[src/rtl/lane_pkg.sv]
// Shared encodings for the byte-lane unit.
// Assumes a little-endian bus where lane n carries bits 8n+7:8n.
package lane_pkg;
    typedef enum logic [1:0] {
        ST_BYTE = 2'd0,
        ST_HALF = 2'd1,
        ST_WORD = 2'd2,
        ST_NONE = 2'd3
    } st_kind_e;

    typedef enum logic [2:0] {
        LD_SBYTE = 3'd0,
        LD_UBYTE = 3'd1,
        LD_SHALF = 3'd2,
        LD_UHALF = 3'd3,
        LD_WORD  = 3'd4,
        LD_LEFT  = 3'd5,
        LD_RIGHT = 3'd6,
        LD_SPARE = 3'd7
    } ld_kind_e;
endpackage

[src/rtl/store_lane_steer.sv]
// Store-side steering: aligns the address, replicates data onto lanes
// and builds the byte-enable mask. Purely combinational.
// Assumes DATA_W is a multiple of 16.
module store_lane_steer
    import lane_pkg::*;
#(
    parameter int ADDR_W = 32,
    parameter int DATA_W = 32
) (
    input  st_kind_e              kind,
    input  logic [ADDR_W-1:0]     addr,
    input  logic [DATA_W-1:0]     data,
    output logic [ADDR_W-1:0]     bus_addr,
    output logic [DATA_W-1:0]     wdata,
    output logic [DATA_W/8-1:0]   be
);
    localparam int LANES = DATA_W / 8;
    localparam int OFF_W = $clog2(LANES);

    logic [OFF_W-1:0]   off;
    logic [DATA_W-1:0]  byte_rep;
    logic [DATA_W-1:0]  half_rep;
    logic [LANES-1:0]   byte_be;
    logic [LANES-1:0]   half_be;

    assign off      = addr[OFF_W-1:0];
    // Clear the in-word offset bits to form the bus address.
    assign bus_addr = {addr[ADDR_W-1:OFF_W], {OFF_W{1'b0}}};

    // Replicate the byte and halfword across every lane (pair).
    for (genvar g = 0; g < LANES; g++) begin : g_byte_rep
        assign byte_rep[8*g +: 8] = data[7:0];
        assign byte_be[g]         = (off == OFF_W'(g));
    end
    for (genvar h = 0; h < LANES/2; h++) begin : g_half_rep
        assign half_rep[16*h +: 16]  = data[15:0];
        assign half_be[2*h +: 2]     = {2{off[OFF_W-1:1] == (OFF_W-1)'(h)}};
    end

    // Pick data and enables by access size.
    always_comb begin
        unique case (kind)
            ST_BYTE: begin wdata = byte_rep; be = byte_be; end
            ST_HALF: begin wdata = half_rep; be = half_be; end
            ST_WORD: begin wdata = data;     be = '1;      end
            default: begin wdata = data;     be = '0;      end
        endcase
    end
endmodule

[src/rtl/load_lane_merge.sv]
// Load-side extraction: selects, extends or merges bytes of the bus word
// into a register value. Purely combinational.
// Assumes DATA_W is a multiple of 16.
module load_lane_merge
    import lane_pkg::*;
#(
    parameter int DATA_W = 32
) (
    input  ld_kind_e                       kind,
    input  logic [$clog2(DATA_W/8)-1:0]    off,
    input  logic [DATA_W-1:0]              word,
    input  logic [DATA_W-1:0]              old,
    output logic [DATA_W-1:0]              result
);
    localparam int LANES = DATA_W / 8;

    logic [7:0]        sel_byte;
    logic [15:0]       sel_half;
    logic [DATA_W-1:0] left_val;
    logic [DATA_W-1:0] right_val;
    int                byte_sh;
    int                half_sh;
    int                left_sh;

    // Shift distances for the chosen offset.
    always_comb begin
        byte_sh = 8 * int'(off);
        half_sh = 16 * int'(off >> 1);
        left_sh = 8 * (LANES - 1 - int'(off));
    end

    // Extract the addressed byte and halfword.
    always_comb begin
        sel_byte = word[byte_sh +: 8];
        sel_half = word[half_sh +: 16];
    end

    // Build the left and right merges lane by lane.
    always_comb begin
        for (int i = 0; i < LANES; i++) begin
            if (i >= LANES - 1 - int'(off))
                left_val[8*i +: 8] = word[8*(i - (LANES - 1 - int'(off))) +: 8];
            else
                left_val[8*i +: 8] = old[8*i +: 8];
            if (i <= LANES - 1 - int'(off))
                right_val[8*i +: 8] = word[8*(i + int'(off)) +: 8];
            else
                right_val[8*i +: 8] = old[8*i +: 8];
        end
    end

    // Choose the final value by load kind.
    always_comb begin
        unique case (kind)
            LD_SBYTE: result = {{(DATA_W-8){sel_byte[7]}}, sel_byte};
            LD_UBYTE: result = {{(DATA_W-8){1'b0}}, sel_byte};
            LD_SHALF: result = {{(DATA_W-16){sel_half[15]}}, sel_half};
            LD_UHALF: result = {{(DATA_W-16){1'b0}}, sel_half};
            LD_LEFT:  result = left_val;
            LD_RIGHT: result = right_val;
            default:  result = word;
        endcase
    end

    logic unused_sh;
    assign unused_sh = ^left_sh;
endmodule

[src/rtl/lane_steer_unit.sv]
// Top of the byte-lane unit: the store steering and load merging logic,
// each followed by one output register stage with a valid flag.
// Assumes requests are stable around the rising edge.
module lane_steer_unit
    import lane_pkg::*;
#(
    parameter int ADDR_W = 32,
    parameter int DATA_W = 32
) (
    input  logic                         clk,
    input  logic                         rst_n,
    input  logic                         st_valid,
    input  logic [1:0]                   st_kind,
    input  logic [ADDR_W-1:0]            st_addr,
    input  logic [DATA_W-1:0]            st_data,
    input  logic                         ld_valid,
    input  logic [2:0]                   ld_kind,
    input  logic [$clog2(DATA_W/8)-1:0]  ld_off,
    input  logic [DATA_W-1:0]            ld_word,
    input  logic [DATA_W-1:0]            ld_old,
    output logic                         st_out_valid,
    output logic [ADDR_W-1:0]            st_bus_addr,
    output logic [DATA_W-1:0]            st_wdata,
    output logic [DATA_W/8-1:0]          st_be,
    output logic                         ld_out_valid,
    output logic [DATA_W-1:0]            ld_result
);
    localparam int LANES = DATA_W / 8;

    logic [ADDR_W-1:0] n_addr;
    logic [DATA_W-1:0] n_wdata;
    logic [LANES-1:0]  n_be;
    logic [DATA_W-1:0] n_result;

    store_lane_steer #(.ADDR_W(ADDR_W), .DATA_W(DATA_W)) u_store (
        .kind     (st_kind_e'(st_kind)),
        .addr     (st_addr),
        .data     (st_data),
        .bus_addr (n_addr),
        .wdata    (n_wdata),
        .be       (n_be)
    );

    load_lane_merge #(.DATA_W(DATA_W)) u_load (
        .kind   (ld_kind_e'(ld_kind)),
        .off    (ld_off),
        .word   (ld_word),
        .old    (ld_old),
        .result (n_result)
    );

    // Register the store outputs on an accepted request.
    always_ff @(posedge clk) begin
        if (!rst_n) begin
            st_out_valid <= 1'b0;
            st_bus_addr  <= '0;
            st_wdata     <= '0;
            st_be        <= '0;
        end else begin
            st_out_valid <= st_valid;
            if (st_valid) begin
                st_bus_addr <= n_addr;
                st_wdata    <= n_wdata;
                st_be       <= n_be;
            end
        end
    end

    // Register the load result on an accepted request.
    always_ff @(posedge clk) begin
        if (!rst_n) begin
            ld_out_valid <= 1'b0;
            ld_result    <= '0;
        end else begin
            ld_out_valid <= ld_valid;
            if (ld_valid)
                ld_result <= n_result;
        end
    end
endmodule

[config.mk]
export PLATFORM = sky130hd
export DESIGN_NAME = lane_steer_unit
export DESIGN_NICKNAME = d
export VERILOG_FILES = /design/src/rtl/lane_pkg.sv /design/src/rtl/store_lane_steer.sv /design/src/rtl/load_lane_merge.sv /design/src/rtl/lane_steer_unit.sv
export SDC_FILE = /design/constraint.sdc
export NUM_CORES = 1
export LEC_CHECK = 0
export BUFFER_PORTS_ARGS = -buffer_cell sky130_fd_sc_hd__buf_4
export CAP_MARGIN = 20
export CORE_MARGIN = 2
export CORE_UTILIZATION = 50
export CTS_CLUSTER_SIZE = 20
export DETAILED_ROUTE_END_ITERATION = 10
export GPL_TIMING_DRIVEN = 0
export PLACE_DENSITY = 0.83
export SYNTH_ARGS = -nofsm -noshare
export SYNTH_HDL_FRONTEND = slang
export SYNTH_SLANG_ARGS = --single-unit
[constraint.sdc]
create_clock -name clk -period 3.6 [get_ports clk]
set_input_delay 0.36 -clock clk [delete_from_list [all_inputs] [get_ports clk]]
set_output_delay 0.36 -clock clk [all_outputs]
set_load 0.01 [all_outputs]
== Word-level counts from Yosys, hierarchy flattened ==
Cells that the tools add are included.

* Flip-flop bits (word level): 100
* Bits of input ports: 139
* Output and inout port bits: 102
* Word-level logic and storage cells: 56

* $add $sub $neg: 8
* Magnitude comparators: 8
* Equal/unequal tests: 10
* Shifts and indexed selects: 9
* Multiplexer cells: 11
* Bitwise operators: 1
* Reductions and logical operators: 3

{| class="wikitable"
|+ Operator list
! cell !! count
|-
| $shiftx 32x32->8 || 7
|-
| $pmux 32 s6 || 1
|-
| $mux 8 || 8
|-
| $pmux 32 s2 || 1
|-
| $shiftx 32x6->16 || 1
|-
| $shiftx 32x6->8 || 1
|-
| $pmux 4 s3 || 1
|-
| $sub 3x3->4 const A || 2
|-
| $add 2x2->3 const A || 2
|-
| $eq 2x2->1 const B || 3
|-
| $eq 3x2->1 const B || 2
|-
| $eq 3x3->1 const B || 2
|-
| $ge 3x3->1 const A || 2
|-
| $le 3x3->1 const A || 2
|-
| $eq 2x1->1 const B || 2
|-
| $logic_not 2->1 || 2
|-
| $sub 1x3->4 const A || 1
|-
| $sub 2x3->4 const A || 1
|-
| $add 1x2->3 const A || 1
|-
| $eq 3x1->1 const B || 1
|-
| $ge 1x3->1 const A || 1
|-
| $ge 2x3->1 const A || 1
|-
| $le 1x3->1 const A || 1
|-
| $le 2x3->1 const A || 1
|-
| other kinds (3) || 3
|}

== Depth between registers and ports, before layout ==
Gate-level depths: netlist (run 1).

* Word-level depth: 5
* Mapped depth: 10
* Mapped depth without buffers: 7

== By module ==
From an unflattened synthesis (run 1), not the netlist that was laid out.

* Cells, all modules: 707
* Area, all modules: 6971.7 um^2

{| class="wikitable"
|+ By module, submodules not included
! module !! instances !! cells an instance !! area each (um^2) !! seq. area each (um^2)
|-
| lane_steer_unit || 1 || 327 || 3826.2 || 2042.0
|-
| load_lane_merge || 1 || 283 || 2396.0 || 0.0
|-
| store_lane_steer || 1 || 97 || 749.5 || 0.0
|}

== Worst setup path before layout (run 1) ==
OpenSTA, ideal clock, no wires.

* Path kind: input-to-reg
* From: in ld_off[0]
* To: reg ld_result[20]
* Setup time: 0.127 ns
* Arrival: 2.556 ns
* Data required time: 3.473 ns
* Path slack: 0.917 ns
* Stages on the path: 9
* Path buffers: 3
* Cells stage by stage: buf_2 buf_2 inv_1 ha_1 buf_4 mux4_2 mux2_2 a221oi_1 o21ai_0

* Word-level cells in the longest chain between the ends: 5
* Elaborated cells between the ends (all ways): 11
* Classes of those cells: add/sub: 3; order compare: 2; shift: 3; mux: 3

{| class="wikitable"
|+ RTL lines
! item !! RTL line !! source
|-
| from (decl) || lane_steer_unit.sv:18 || <nowiki>input logic [$clog2(DATA_W/8)-1:0] ld_off,</nowiki>
|-
| $sub 2x2->3 || load_lane_merge.sv:41, load_lane_merge.sv:42, load_lane_merge.sv:45 ||
|-
| $sub 3x3->4 || load_lane_merge.sv:42 || <nowiki>left_val[8*i +: 8] = word[8*(i - (LANES - 1 - int'(off))) +: 8];</nowiki>
|-
| $shiftx 32x32->8 || load_lane_merge.sv:42 ||
|-
| $mux 8 || load_lane_merge.sv:41 || <nowiki>if (i >= LANES - 1 - int'(off))</nowiki>
|-
| $pmux 32 s6 * || load_lane_merge.sv:54 || <nowiki>unique case (kind)</nowiki>
|-
| to (signal assigned) || lane_steer_unit.sv:77 || <nowiki>ld_result <= n_result;</nowiki>
|-
| to (decl) || lane_steer_unit.sv:26 || <nowiki>output logic [DATA_W-1:0] ld_result</nowiki>
|}

Mark *: on every way between the ends. The rest lies on a longest branch, timed or not.
A chain may end at the register's enable or synchronous reset.

== Worst setup path after layout (run 1) ==
Same ends and word-level chain as after synthesis.

==> results.toml, run 1 <==
[pwr]
power_w = 0.00313
power.leakage_nw = 4.00
p_int_w = 0.00219
peakVddDrop_mv = 0.270
pwr-share-comb = 0.284
powerDensity_nw_per_um2 = 356
p_sw_w = 0.000937
seq_power_share = 0.393
clkPwrFrac = 0.324
switching_share = 0.300

[detailed_routing]
vias_per_cell = 6.08
drt-total-wl_um = 23700
via_count = 7100
dr.pass1.iters = 6
drtIter0Drc = 765
drc = 0
ant_nets = 0
wl_per_cell_um = 20.3

[grt]
grt.overflow.total = 0
grt_max_degree = 17
grt_pass1_vias = 6686
grt_pass1_wl_um = 36600
track_usage = 0.331
antenna_found_initial = 0

[place]
dp_hpwl_um = 18200
dp.cells = 1151
gp_congestion = 1.00
pre_cts_ws_ns = 0.412
port_buffers = 233

[sta]
drv_slew = 0
tightest_slew_ns = 0.754
tns_ns = 0
slew_headroom = 0.491
min_period_over_period = 0.796
layout_min_cycle_time_ns = 2.87
hold_slack_ns = 0.262
setup_viol = 0
fmax_ghz = 0.349
rsz0062_at_grt = "false"
finClkSkew_ns = 0
postLayoutSetupSlackWorst_ns = 0.734
finalHoldViolCount = 0

[setup_path]
cp.required_ns = 3.83
reg2reg_setup_slack_ns = 2.62
timing.rr.end = "ld_result[8]$_SDFFE_PN0P_"
crit_type = "in2reg"
worstSetupStartpointType = "input port"
crit_fanout = 10
arrival_ns = 3.09
end_kind = "flip-flop"
r2r.worst_path.cells = 4
r2r_start = "ld_result[8]$_SDFFE_PN0P_"

[die]
rows = 41
core-area_sq_um = 12700
die_height_um = 118
start_util = 0.512
ios = 241
die_area_sq_um = 13900
die-width_um = 118

[cts]
cts.sinks = 100
clk_pin_slew_worst_paths_ns = 0.07
clkLatencyLatePin_ns = 0.35
clock_tree.htree_level_count = 3
cts_tree = "done"
cts_root_buf = "clkbuf_16"
cts-buffers-inserted = 9
cts-resized-gates = 0
holdBufCountCts = 0
cts_max_path_buffers = 2
post-cts-setup-buffer-count = 0

[run_status]
status = "completed"

[synthesis]
synthesis.instances = 745
syn_area_sq_um = 6490
synth.avg_cell_area_sq_um = 8.71
ys_types = 49
synth_flop_cell = "dfxtp_1"
yosysSeqAreaShare = 0.308
synth_edf_count = 0
synth_warnings = 0
synth_seq_cells = 100
synthArstFlopShare = 0

[layout]
areaGrowthSynthToFinish_pct = 35.1
drive_gt1_frac = 0.307
n_fill_cell = 1048
final_cells = 1167
nets = 1135
antenna_cells = 0

[flow_run]
cap_viol_max_count = 0

[hold_path]
worstHoldEndpoint = "st_bus_addr[4]$_SDFFE_PN0P_"
hp-class = "in2reg"
holdPathStages = 3
min_from = "st_addr[4]"
Yosys cell counts, types with 2 or more instances:
library cell	n	share of area
buf_6	2	0.0035
o31ai_1	3	0.0035
buf_4	3	0.0035
o22ai_1	13	0.013
o211ai_1	17	0.020
a211oi_1	19	0.022
ha_1	6	0.012
buf_1	2	0.0012
inv_1	17	0.0098
mux2_2	15	0.026
o211a_1	17	0.026
a22oi_1	4	0.0046
a211oi_2	2	0.0039
a221o_1	4	0.0062
dfxtp_1	100	0.31
a21oi_1	17	0.013
a2bb2oi_1	3	0.0040
o221ai_1	12	0.016
nor3_1	6	0.0046
nand3b_1	4	0.0046
nand3_1	16	0.012
buf_2	17	0.013
nor2b_1	59	0.057
mux4_2	13	0.045
a21boi_0	3	0.0035
a31oi_1	9	0.0087
clkbuf_1	41	0.024
nand2_1	64	0.037
o21ai_0	47	0.036
a22o_1	3	0.0040
o21a_1	5	0.0058
nor2_1	39	0.023
a221oi_1	4	0.0054
mux2i_1	107	0.16
nand2b_1	15	0.014
and2_1	7	0.0067
o2111ai_1	8	0.011
o21ai_1	11	0.0085
metal layers:
| layer | up-vias | wire (um) | track usage |
|---|---|---|---|
| li1 | 3228 | - | - |
| met1 | 3290 | 9110 | 0.415 |
| met2 | 502 | 11200 | 0.558 |
| met3 | 80 | 2430 | 0.0635 |
| met4 | 0 | 897 | 0.133 |
| met5 | - | 0 | 0 |
per-stage QoR:
step	area, sq um	util
3_3_place_gp	8460	0.668
2_1_floorplan	6490	-
3_5_place_dp	8460	0.668
5_1_grt	8770	0.692
4_1_cts	8770	0.692
6_report	8770	0.692
registers in the layout, indices dropped and copies added, names as in the netlist:
signal and cells:
ld_out_valid 1, ld_result 32, st_be 4, st_bus_addr 30, st_out_valid 1, st_wdata 32
worst max-delay path, cell delays in order:
cell and delay, ns:
buf_4 0.11, buf_2 0.25, buf_2 0.31, inv_1 0.20
ha_1 0.40, buf_4 0.24, mux4_2 0.52, mux2_2 0.27
a221oi_1 0.27, o21ai_0 0.14
final cells by class:
cell class,instances,area [sq um],share of cell area
clock buffers,11,253,0.0288
well taps,172,215,0.0245
repair buffers,233,1750,0.199
multi-input cells,564,4140,0.472
flip-flops and latches,100,2000,0.228
clock inverters,5,57.6,0.00656
inverters,17,63.8,0.00728
plain buffers,65,292,0.0332
logic make-up (layout without fill, tap and decap cells):
family	after synthesis	after routing	synth area share
buf+inv	82	331	0.0547
other cells	1	2	0.000578
mux	135	135	0.236
simple gates	215	215	0.166
fa+ha+maj	6	6	0.0116
flops	100	100	0.308
compound gates	206	206	0.223
cell usage in the layout, fill, tap and decap left out, types with 19 or more instances in the layout:
| master | instances |
|---|---|
| buf_4 | 236 |
| mux2i_1 | 107 |
| dfxtp_1 | 100 |
| nand2_1 | 64 |
| nor2b_1 | 59 |
| o21ai_0 | 47 |
| clkbuf_1 | 41 |
| nor2_1 | 39 |
| a211oi_1 | 19 |
worst max-delay path by stage:
| stage | startpoint | to | slack, ns | cells past startpoint |
|---|---|---|---|---|
| floorplan | ld_off[0] | ld_result[20]$_SDFFE_PN0P_ | 0.92 | 9 |
| global placement | ld_off[0] | ld_result[20]$_SDFFE_PN0P_ | 0.36 | 10 |
| detailed placement | ld_off[0] | ld_result[20]$_SDFFE_PN0P_ | 0.41 | 10 |
| CTS | ld_off[0] | ld_result[20]$_SDFFE_PN0P_ | 0.77 | 10 |
| global route | ld_off[0] | ld_result[22]$_SDFFE_PN0P_ | 0.52 | 10 |
| finish | ld_off[0] | ld_result[20]$_SDFFE_PN0P_ | 0.73 | 10 |
power groups by stage:
stage / registers, W / clock network [W] / logic (W)
2_1_floorplan: 0.00128 / 0 / 0.000434
3_3_place_gp: 0.00125 / 0 / 0.000857
3_5_place_dp: 0.00125 / 0 / 0.000867
4_1_cts: 0.00123 / 0.00102 / 0.000871
5_1_grt: 0.00124 / 0.00107 / 0.000945
6_report: 0.00123 / 0.00101 / 0.000887
Power figures use the tool's default switching activity.
==> run 2, diff against run 1 <==
--- a/config.mk
+++ b/config.mk
@@ -8,11 +8,11 @@
 export BUFFER_PORTS_ARGS = -buffer_cell sky130_fd_sc_hd__buf_4
 export CAP_MARGIN = 20
 export CORE_MARGIN = 2
-export CORE_UTILIZATION = 50
+export CORE_UTILIZATION = 46
 export CTS_CLUSTER_SIZE = 20
 export DETAILED_ROUTE_END_ITERATION = 10
 export GPL_TIMING_DRIVEN = 0
-export PLACE_DENSITY = 0.83
+export PLACE_DENSITY = 0.8
 export SYNTH_ARGS = -nofsm -noshare
 export SYNTH_HDL_FRONTEND = slang
 export SYNTH_SLANG_ARGS = --single-unit
==> constraint.sdc (replaced) <==
create_clock -name clk -period 2.5 [get_ports clk]
set_input_delay 0.25 -clock clk [delete_from_list [all_inputs] [get_ports clk]]
set_output_delay 0.25 -clock clk [all_outputs]
set_load 0.01 [all_outputs]
==> run 2 against run 1 <==
Net effect: register-to-register slack worse by 1.1 ns; worst hold slack worse by 0.11 ns; design area hardly changed; combinational power is 45% higher; non-clock buffer count is 2 lower; cell count is 0.51% higher; power is 41% higher; sequential power is 44% higher; setup slack worse by 0.65 ns; global-route usage is 2.1 points lower; count of clock-buffer cells in the layout is 2 lower; wire length is 0.98% higher; highest routed layer unchanged.
==> results.toml, run 2 (same netlist as run 1, synthesis figures left out) <==
[detailed_routing]
vias_per_cell = 6.06
ant_nets = 0
drc = 0
drtIter0Drc = 627
dr.pass1.iters = 5
via_count = 7112
drt-total-wl_um = 23900
wl_per_cell_um = 20.4

[grt]
grt_max_degree = 18
grt_pass1_vias = 6679
busiest_layer = "met2"
grt_pass1_wl_um = 35900
antenna_found_initial = 0
track_usage = 0.310
met1_usage = 0.387
grt_use_met2 = 0.500
grt.overflow.total = 0
grt_util_met3 = 0.0725

[sta]
setup_viol = 0
slew_headroom = 0.525
finClkSkew_ns = 0
rsz0062_at_grt = "false"
tightest_slew_ns = 0.712
drv_slew = 0
postLayoutSetupSlackWorst_ns = 0.0845
finalHoldViolCount = 0
fmax_ghz = 0.414
layout_min_cycle_time_ns = 2.42
min_period_over_period = 0.966

[layout]
reg.largest.list = "ld_result: 32 flops, st_wdata: 32 flops, st_bus_addr: 30 flops"
drive_gt1_frac = 0.307
nets = 1133
layout_common_cells = "buf_4, mux2i_1, dfxtp_1"
layout_commonest_cell = "buf_4"
final_area_sq_um = 8760
antenna_cells = 0
areaGrowthSynthToFinish_pct = 35.0

[place]
dp_hpwl_um = 18500
place_area_sq_um = 8480
port_buffers = 233
gp_congestion = 0.964
pre_cts_ws_ns = -0.552

[die]
rows = 43
die_height_um = 123
core-area_sq_um = 13800
ios = 241
die-width_um = 123
die_area_sq_um = 15100
start_util = 0.469

[setup_path]
crit_fanout = 13
crit_type = "in2reg"
r2r_start = "ld_result[8]$_SDFFE_PN0P_"
crit_start = "ld_off[0]"
arrival_ns = 2.65
worstSetupStartpointType = "input port"
cp.required_ns = 2.73
end_kind = "flip-flop"

[cts]
cts_root_buf = "clkbuf_16"
post-cts-setup-buffer-count = 0
cts.sinks = 100
holdBufCountCts = 0
cts_tree = "done"
clock_tree.htree_level_count = 3
cts-resized-gates = 2
cts_max_path_buffers = 2
clkLatencyLatePin_ns = 0.36
cts-buffers-inserted = 9
clk_pin_slew_worst_paths_ns = 0.07

[pwr]
peakVddDrop_mv = 0.348
powerDensity_nw_per_um2 = 502
power.leakage_nw = 3.98

[flow_run]
cap_viol_max_count = 0

[hold_path]
hp-class = "in2reg"
min_from = "st_addr[15]"

[run_status]
status = "completed"
-- run 2: cell count changes in the layout (fill, tap and decap cells not counted) --
cell | before | now
a221oi_1 | 4 | 3
buf_2 | 17 | 14
clkinv_2 | 2 | 3
ha_1 | 6 | 5
buf_6 | 2 | 3
inv_8 | 0 | 1
clkbuf_8 | 2 | 0
bufinv_16 | 1 | 0
ha_4 | 0 | 1
a221oi_2 | 0 | 1
clkinvlp_4 | 0 | 1
-- run 2: area by class of cell --
| class | instances | area, sq um |
|---|---|---|
| multi-input cells | 564 | 4160 |
| inverters | 17 | 63.8 |
| well taps | 180 | 225 |
| flip-flops and latches | 100 | 2000 |
| repair buffers | 233 | 1750 |
| clock inverters | 7 | 51.3 |
| clock buffers | 9 | 225 |
| fillers | 1230 | 5070 |
| plain buffers | 63 | 288 |
-- run 2: per-layer routing --
metal  share of wire  wire, um
met3            0.10      2420
met5               0         0
met4           0.049      1160
met1            0.39      9320
met2            0.46     11000
-- run 2: final timing paths --
check                                                    end  slack [ns]  depth (start not counted)
worst min-delay path            st_bus_addr[15]$_SDFFE_PN0P_        0.15                          3
worst min register to register    ld_result[31]$_SDFFE_PN0P_        0.45                          2
worst max register to register     ld_result[8]$_SDFFE_PN0P_        1.53                          4
worst max-delay path              ld_result[20]$_SDFFE_PN0P_        0.08                          9
-- run 2: where the power goes --
part / switching [W] / internal [W] / total (W)
Sequential: 0.0000609 / 0.00170 / 0.00177
Clock: 0.000666 / 0.000683 / 0.00135
Combinational: 0.000666 / 0.000619 / 0.00129
Total: 0.00139 / 0.00301 / 0.00440
-- run 2: metrics by stage --
step	TNS (ns)	util	hold slack (ns)	power [W]	cells
2_1_floorplan	0	-	0.420	0.00247	746
3_3_place_gp	-2.59	0.613	0.431	0.00304	1159
3_5_place_dp	-3.05	0.613	0.433	0.00306	1159
4_1_cts	0	0.634	0.152	0.00439	1174
5_1_grt	0	0.634	0.168	0.00458	1173
6_report	0	0.634	0.154	0.00440	1173
-- run 2: critical path, stage by stage --
cell,delay [ns]
buf_4,0.20
buf_4,0.24
inv_1,0.18
ha_4,0.34
buf_6,0.17
mux4_2,0.52
mux2_2,0.29
a221oi_2,0.30
o21ai_0,0.13
